`config.mk`:
```
export PLATFORM = sky130hd
export DESIGN_NAME = flash_status_ctrl
export DESIGN_NICKNAME = d
export VERILOG_FILES = /design/src/rtl/fsc_pkg.sv /design/src/rtl/fsc_cmd_sel.sv /design/src/rtl/fsc_wel.sv /design/src/rtl/fsc_prot.sv /design/src/rtl/fsc_engine.sv /design/src/rtl/flash_status_ctrl.sv
export SDC_FILE = /design/constraint.sdc
export NUM_CORES = 1
export LEC_CHECK = 0
export CORE_MARGIN = 10
export CORE_UTILIZATION = 40
export DETAILED_ROUTE_END_ITERATION = 10
export DONT_BUFFER_PORTS = 1
export GPL_TIMING_DRIVEN = 0
export SYNTH_ARGS = -nofsm -noshare
export SYNTH_HDL_FRONTEND = slang
export SYNTH_SLANG_ARGS = --single-unit
```
`constraint.sdc`:
```
create_clock -name clk -period 1.45 [get_ports clk]
set_input_delay 0.0725 -clock clk [delete_from_list [all_inputs] [get_ports clk]]
set_output_delay 0.0725 -clock clk [all_outputs]
set_load 0.005 [all_outputs]
```
`src/rtl/fsc_pkg.sv`:
```
package fsc_pkg;

  localparam int NUM_STROBES = 10;

  typedef enum logic [3:0] {
    OP_NONE,
    OP_WDIS,
    OP_WEN,
    OP_STW,
    OP_PAGE,
    OP_DPAGE,
    OP_SECT,
    OP_BLOCK,
    OP_CHIP,
    OP_IDPROG,
    OP_IDLOCK
  } fsc_op_e;

  // strobe index -> operation; index order is the priority order (0 wins)
  function automatic fsc_op_e strobe_op(input int idx);
    case (idx)
      0: return OP_WDIS;
      1: return OP_WEN;
      2: return OP_STW;
      3: return OP_PAGE;
      4: return OP_DPAGE;
      5: return OP_SECT;
      6: return OP_BLOCK;
      7: return OP_CHIP;
      8: return OP_IDPROG;
      9: return OP_IDLOCK;
      default: return OP_NONE;
    endcase
  endfunction

  function automatic logic uses_engine(input fsc_op_e op);
    return op inside {OP_PAGE, OP_DPAGE, OP_SECT, OP_BLOCK, OP_CHIP, OP_IDPROG, OP_IDLOCK};
  endfunction

  function automatic logic needs_wel(input fsc_op_e op);
    return (op == OP_STW) || uses_engine(op);
  endfunction

endpackage

```
`src/rtl/fsc_cmd_sel.sv`:
```
module fsc_cmd_sel
  import fsc_pkg::*;
(
  input  logic [NUM_STROBES-1:0] strobe_i,
  input  logic                   busy_i,
  output fsc_op_e                op_o
);

  // lowest strobe index wins; nothing passes while the engine runs
  always_comb begin
    op_o = OP_NONE;
    if (!busy_i) begin
      for (int i = NUM_STROBES - 1; i >= 0; i--) begin
        if (strobe_i[i]) op_o = strobe_op(i);
      end
    end
  end

endmodule

```
`src/rtl/fsc_wel.sv`:
```
module fsc_wel
  import fsc_pkg::*;
(
  input  logic    clk,
  input  logic    rst_n,
  input  fsc_op_e op_i,
  input  logic    done_i,
  output logic    wel_o,
  output logic    grant_o,
  output logic    reject_o
);

  logic wel_q, grant_q, rej_q;

  always_ff @(posedge clk or negedge rst_n) begin
    if (!rst_n) begin
      wel_q   <= 1'b0;
      grant_q <= 1'b0;
      rej_q   <= 1'b0;
    end else begin
      grant_q <= 1'b0;
      rej_q   <= 1'b0;
      if (done_i) begin
        wel_q <= 1'b0;
      end else begin
        case (op_i)
          OP_WEN:  wel_q <= 1'b1;
          OP_WDIS: wel_q <= 1'b0;
          default: begin
            if (needs_wel(op_i)) begin
              if (wel_q) begin
                grant_q <= 1'b1;
                if (op_i == OP_STW) wel_q <= 1'b0;
              end else begin
                rej_q <= 1'b1;
              end
            end
          end
        endcase
      end
    end
  end

  assign wel_o    = wel_q;
  assign grant_o  = grant_q;
  assign reject_o = rej_q;

  assert_refused_keeps_latch_R6: assert property (@(posedge clk) disable iff (!rst_n)
    (needs_wel(op_i) && !wel_o && !done_i) |=> (reject_o && !grant_o && !wel_o));

  assert_enable_sets_latch_R3: assert property (@(posedge clk) disable iff (!rst_n)
    (op_i == OP_WEN && !done_i) |=> wel_o);

  assert_completion_clears_latch_R7: assert property (@(posedge clk) disable iff (!rst_n)
    done_i |=> !wel_o);

endmodule

```
`src/rtl/fsc_prot.sv`:
```
module fsc_prot #(
  parameter int PROT_W = 4
) (
  input  logic              clk,
  input  logic              rst_n,
  input  logic              wr_i,
  input  logic [PROT_W-1:0] prot_d_i,
  input  logic              freeze_d_i,
  output logic [PROT_W-1:0] prot_o,
  output logic              freeze_o
);

  logic [PROT_W-1:0] prot_q;
  logic              frz_q;

  always_ff @(posedge clk or negedge rst_n) begin
    if (!rst_n) begin
      prot_q <= '1;
      frz_q  <= 1'b0;
    end else if (wr_i) begin
      frz_q <= freeze_d_i;
      if (!frz_q) prot_q <= prot_d_i;
    end
  end

  assign prot_o   = prot_q;
  assign freeze_o = frz_q;

  assert_frozen_prot_stable_R5: assert property (@(posedge clk) disable iff (!rst_n)
    freeze_o |=> $stable(prot_o));

  assert_idle_prot_stable_R4: assert property (@(posedge clk) disable iff (!rst_n)
    !wr_i |=> ($stable(prot_o) && $stable(freeze_o)));

endmodule

```
`src/rtl/fsc_engine.sv`:
```
module fsc_engine (
  input  logic clk,
  input  logic rst_n,
  input  logic start_i,
  input  logic lock_op_i,
  input  logic done_i,
  output logic busy_o,
  output logic lock_o
);

  logic busy_q, lock_pend_q, lock_q;

  always_ff @(posedge clk or negedge rst_n) begin
    if (!rst_n) begin
      busy_q      <= 1'b0;
      lock_pend_q <= 1'b0;
      lock_q      <= 1'b0;
    end else if (busy_q) begin
      if (done_i) begin
        busy_q <= 1'b0;
        if (lock_pend_q) lock_q <= 1'b1;
      end
    end else if (start_i) begin
      busy_q      <= 1'b1;
      lock_pend_q <= lock_op_i;
    end
  end

  assign busy_o = busy_q;
  assign lock_o = lock_q;

  assert_start_sets_busy_R7: assert property (@(posedge clk) disable iff (!rst_n)
    (start_i && !busy_o) |=> busy_o);

  assert_done_clears_busy_R7: assert property (@(posedge clk) disable iff (!rst_n)
    (busy_o && done_i) |=> !busy_o);

  assert_busy_needs_start_R7: assert property (@(posedge clk) disable iff (!rst_n)
    $rose(busy_o) |-> $past(start_i));

  assert_lock_sticky_R9: assert property (@(posedge clk) disable iff (!rst_n)
    lock_o |=> lock_o);

endmodule

```
`src/rtl/flash_status_ctrl.sv`:
```
module flash_status_ctrl
  import fsc_pkg::*;
#(
  parameter int PROT_W = 4
) (
  input  logic              clk,
  input  logic              rst_n,
  input  logic              lock_persist_i,
  input  logic              wr_disable_i,
  input  logic              wr_enable_i,
  input  logic              set_status_i,
  input  logic [PROT_W+3:0] set_status_data_i,
  input  logic              page_prog_i,
  input  logic              dual_prog_i,
  input  logic              sector_erase_i,
  input  logic              block_erase_i,
  input  logic              chip_erase_i,
  input  logic              id_prog_i,
  input  logic              id_lock_i,
  input  logic              status_rd_i,
  input  logic              engine_done_i,
  input  logic              rd_ready_i,
  output logic [PROT_W+3:0] status_o,
  output logic              busy_o,
  output logic              grant_o,
  output logic              reject_o,
  output logic              lock_persist_o,
  output logic              rd_valid_o,
  output logic [PROT_W+3:0] rd_data_o
);

  localparam int SR_W    = PROT_W + 4;
  localparam int PROT_LO = 2;
  localparam int PROT_HI = PROT_LO + PROT_W - 1;
  localparam int LOCK_B  = PROT_HI + 1;
  localparam int FRZ_B   = LOCK_B + 1;

  logic [NUM_STROBES-1:0] strobes;
  fsc_op_e                op;
  logic                   busy, wel, lock_seen, freeze;
  logic [PROT_W-1:0]      prot;
  logic                   stw_go, eng_go, done_ok, id_lock;
  logic [SR_W-1:0]        status;
  logic                   rv_q;
  logic [SR_W-1:0]        rd_q;
  logic                   data_unused;

  assign strobes = {id_lock_i, id_prog_i, chip_erase_i, block_erase_i, sector_erase_i,
                    dual_prog_i, page_prog_i, set_status_i, wr_enable_i, wr_disable_i};

  fsc_cmd_sel u_sel (
    .strobe_i (strobes),
    .busy_i   (busy),
    .op_o     (op)
  );

  assign done_ok = busy && engine_done_i;
  assign stw_go  = (op == OP_STW) && wel;
  assign eng_go  = uses_engine(op) && wel;

  fsc_wel u_wel (
    .clk      (clk),
    .rst_n    (rst_n),
    .op_i     (op),
    .done_i   (done_ok),
    .wel_o    (wel),
    .grant_o  (grant_o),
    .reject_o (reject_o)
  );

  fsc_prot #(.PROT_W(PROT_W)) u_prot (
    .clk        (clk),
    .rst_n      (rst_n),
    .wr_i       (stw_go),
    .prot_d_i   (set_status_data_i[PROT_HI:PROT_LO]),
    .freeze_d_i (set_status_data_i[FRZ_B]),
    .prot_o     (prot),
    .freeze_o   (freeze)
  );

  fsc_engine u_eng (
    .clk       (clk),
    .rst_n     (rst_n),
    .start_i   (eng_go),
    .lock_op_i (op == OP_IDLOCK),
    .done_i    (engine_done_i),
    .busy_o    (busy),
    .lock_o    (lock_seen)
  );

  // bits that a status write never touches
  assign data_unused = ^{set_status_data_i[1:0], set_status_data_i[LOCK_B]};

  assign id_lock = lock_seen | lock_persist_i;
  assign status  = {freeze, id_lock, prot, wel, busy};

  // one-entry read channel
  always_ff @(posedge clk or negedge rst_n) begin
    if (!rst_n) begin
      rv_q <= 1'b0;
      rd_q <= '0;
    end else if (!rv_q || rd_ready_i) begin
      rv_q <= status_rd_i;
      if (status_rd_i) rd_q <= status;
    end
  end

  assign status_o       = status;
  assign busy_o         = busy;
  assign lock_persist_o = id_lock;
  assign rd_valid_o     = rv_q;
  assign rd_data_o      = rd_q;

  assert_read_held_R11: assert property (@(posedge clk) disable iff (!rst_n)
    (rd_valid_o && !rd_ready_i) |=> (rd_valid_o && $stable(rd_data_o)));

  assert_read_issues_R10: assert property (@(posedge clk) disable iff (!rst_n)
    (status_rd_i && (!rd_valid_o || rd_ready_i)) |=> rd_valid_o);

  assert_busy_ignores_R8: assert property (@(posedge clk) disable iff (!rst_n)
    (busy_o && !engine_done_i) |=>
      (!grant_o && !reject_o && $stable({freeze, prot, wel})));

  assert_busy_pin_R1: assert property (@(posedge clk) disable iff (!rst_n)
    busy_o == status_o[0]);

endmodule

```
==> flow_summary.toml <==
[clock_tree]
cts_buffer_depth = 2
cts-root-buf = "clkbuf_4"
htreeDepth = 1
cts.clk_slew.worst_paths_ns = 0.12
clock-sinks = 20
insertion_delay_ns = 0.30
cts_tree = "yes"
cts-buffers-inserted = 3

[timing]
skew_ns = 0.00382
layout_setup_ws_ns = -0.0762
rsz0062_at_grt = "true"
setup_viol = 5
relSlewSlack_pct = 42.8
slew_violations = 0
hold_viol = 0
hold-worst-slack_ns = 0.0599
worst_pin_slew_ns = 0.855
fmax_mhz = 655
finalCritPeriodShare_pct = 105
finalCriticalPeriod_ns = 1.53

[synthesis]
yosys-mux-area-fraction_pct = 15.2
seq_area_frac_synth_pct = 51.3
synth.top_cell.area_share_pct = 40.7
synthXorXnorAreaFrac_pct = 0
synth.area.top_cells = "dfrtp_1, dfstp_2, mux2_2"
synth_area_per_cell_um2 = 12.5
synthSimpleGateAreaFrac_pct = 16.3
synth_nets = 103
synthCells = 79
synth_top_area_cell = "dfrtp_1"
synth_fa_ha_area_share_pct = 0
synth_compound_area_share_pct = 12.8
synth_top_family_by_area = "simple AND/OR/NAND/NOR gates"
synth_warnings = 0
synth_area_um2 = 985
ys_types = 29
ys_seq_elements = 20

[critical_path]
rr_worst_depth = 5
crit_type = "reg -> reg"
cp_max_fo = 8
critical_path_required_ns = 1.69
cp_data_arrival_time_ns = 1.77
startpoint_type = "flip-flop"
setup.worst_path.end_class = "flip-flop"

[finish]
drive_above_1_share_pct = 40.6
seqCellArea_um2 = 507
area_delta_synth_final_pct = 23.9
stdcell_area_um2 = 1220
n_antenna_cell = 0
multi_input_area_um2 = 460
nFillCells = 208
nets = 121

[power]
total_leakage_power_uw = 0.000542
powerDensity_nw_per_um2 = 1350
ir_drop_mv = 0.836

[detailed_routing]
drc = 0
ant_nets = 0
met2_length_um = 1190
wl_per_cell_um = 18.3
routed-wl-met3_um = 252
drt_iter0_markers = 33
vias = 666
vias_per_cell = 5.37
met1_length_um = 807
top_layer_used = "met4"
route.final.wire_length_um = 2270
detail_route.first_pass.iterations = 4

[place]
gp_congestion = 0.752
hpwl_um = 1730
postPlaceCellArea_um2 = 1030
numPortBuffers = 0

[min_path]
worstHoldPathType = "in -> reg"
min_path_cells = 2

[global_routing]
overflow = 0
track_usage_pct = 9.22
antenna_found_initial = 0
grt_pass1_wl_um = 3730
grt_pass1_vias = 727
grt_max_degree = 21

[outcome]
outcome = "finished, violations left"
violations = "negative setup slack"

[floorplanning]
start_util_pct = 43.3
rows = 17
die_x_um = 69.6
die_area_um2 = 4850
ios = 45
coreArea_um2 = 2280
fp.dieH_um = 69.6

[flow_run]
cap_violations = 0
through the flow:
step                util [%]  setup slack, ns  setup TNS (ns)  power [uW]  std cells
floorplan                  -           0.0124               0        1090         79
global placement        45.4          -0.0859          -0.506        1160        107
detailed placement      45.4           -0.120          -0.634        1170        107
CTS                     53.3           -0.110          -0.533        1670        123
global route            53.6           -0.157          -0.835        1760        124
finish                  53.6          -0.0762          -0.312        1650        124
cells by family (layout without fill, tap and decap cells):
kind of cell / count (synthesis) / after routing
flops: 20 / 20
buf+inv: 7 / 24
mux: 12 / 12
simple gates: 25 / 25
compound gates: 15 / 15
power breakdown:
group          leakage [uW]  switching, uW  internal, uW
Clock             0.0000279            175           279
Sequential         0.000248            132           738
Combinational      0.000267            110           211
Total              0.000542            417          1230
worst max-delay path, stage by stage (launching register included):
cell and delay (ns):
dfrtp_2 0.51, nor2_4 0.13, o221ai_4 0.11, a21oi_4 0.19
nand4b_4 0.18, mux2_4 0.34
synthesized netlist by cell type:
cell      number
dfrtp_1       16
mux2_2         7
nand2_1        7
buf_4          4
dfstp_2        4
mux2_4         4
nor2_1         4
o21ai_0        3
o21ai_1        3
a21oi_1        2
inv_1          2
nand2b_1       2
nor2b_1        2
nor3_1         2
or2_2          2
or4_4          2
a21oi_4        1
a22o_1         1
a31o_2         1
a31oi_1        1
buf_2          1
mux2_1         1
nand3_1        1
nand4b_4       1
nor3b_1        1
nor4_2         1
o221ai_4       1
o41a_1         1
o41ai_1        1
what timing repair did:
action,in CTS,in global routing
pin swaps,6,2
setup buffers,2,1
hold buffers,10,0
gates resized for setup,2,0
gates cloned,0,0
hold endpoints to repair,29,0
endpoints found under the setup margin,7,10
path summary, 6_finish.rpt:
kind	start	end	slack, ns
max reg2reg	u_eng.busy_o	u_prot.prot_o[3]	-0.08
max in group asynchronous	rst_n	u_eng.busy_o	0.56
min	lock_persist_i	rd_data_o[6]	0.06
min reg2reg	u_eng.lock_o	u_eng.lock_o	0.49
min in group asynchronous	rst_n	rd_data_o[6]	0.31
max	u_eng.busy_o	u_prot.prot_o[3]	-0.08
layout by cell type, fill, tap and decap left out, types with 2 or more instances in the layout:
| master | n |
|---|---|
| or4_4 | 2 |
| nand2b_1 | 2 |
| nand2_1 | 7 |
| dfstp_2 | 4 |
| inv_1 | 2 |
| nor2_1 | 3 |
| o21ai_0 | 3 |
| mux2_4 | 4 |
| a21oi_1 | 2 |
| clkbuf_4 | 3 |
| dlygate4sd3_1 | 10 |
| o21ai_1 | 3 |
| nor3_1 | 2 |
| nor2b_1 | 2 |
| dfrtp_1 | 15 |
| mux2_2 | 7 |
| or2_2 | 2 |
| buf_4 | 7 |
layer usage:
metal	GRT usage, %	vias up
met2	15.8	27
met1	9.47	315
met3	4.56	4
met5	0	-
met4	3.26	0
li1	-	320
sequential cells by signal, indices dropped and copies added (netlist names):
register	flops
u_eng.lock_o	1
u_prot.freeze_o	1
rd_data_o	8
u_wel.grant_o	1
u_wel.wel_o	1
u_eng.lock_pend_q	1
rd_valid_o	1
u_eng.busy_o	1
u_prot.prot_o	4
u_wel.reject_o	1
area by class of cell:
| cell class | instances | area share, % |
|---|---|---|
| Buffer | 5 | 2.87 |
| Clock buffer | 3 | 1.85 |
| Clock inverter | 1 | 2.46 |
| Inverter | 2 | 0.615 |
| Multi-Input combinational cell | 52 | 37.7 |
| Sequential cell | 20 | 41.5 |
| Tap cell | 28 | 2.87 |
| Timing Repair Buffer | 13 | 10.1 |
Power figures use the tool's default switching activity.
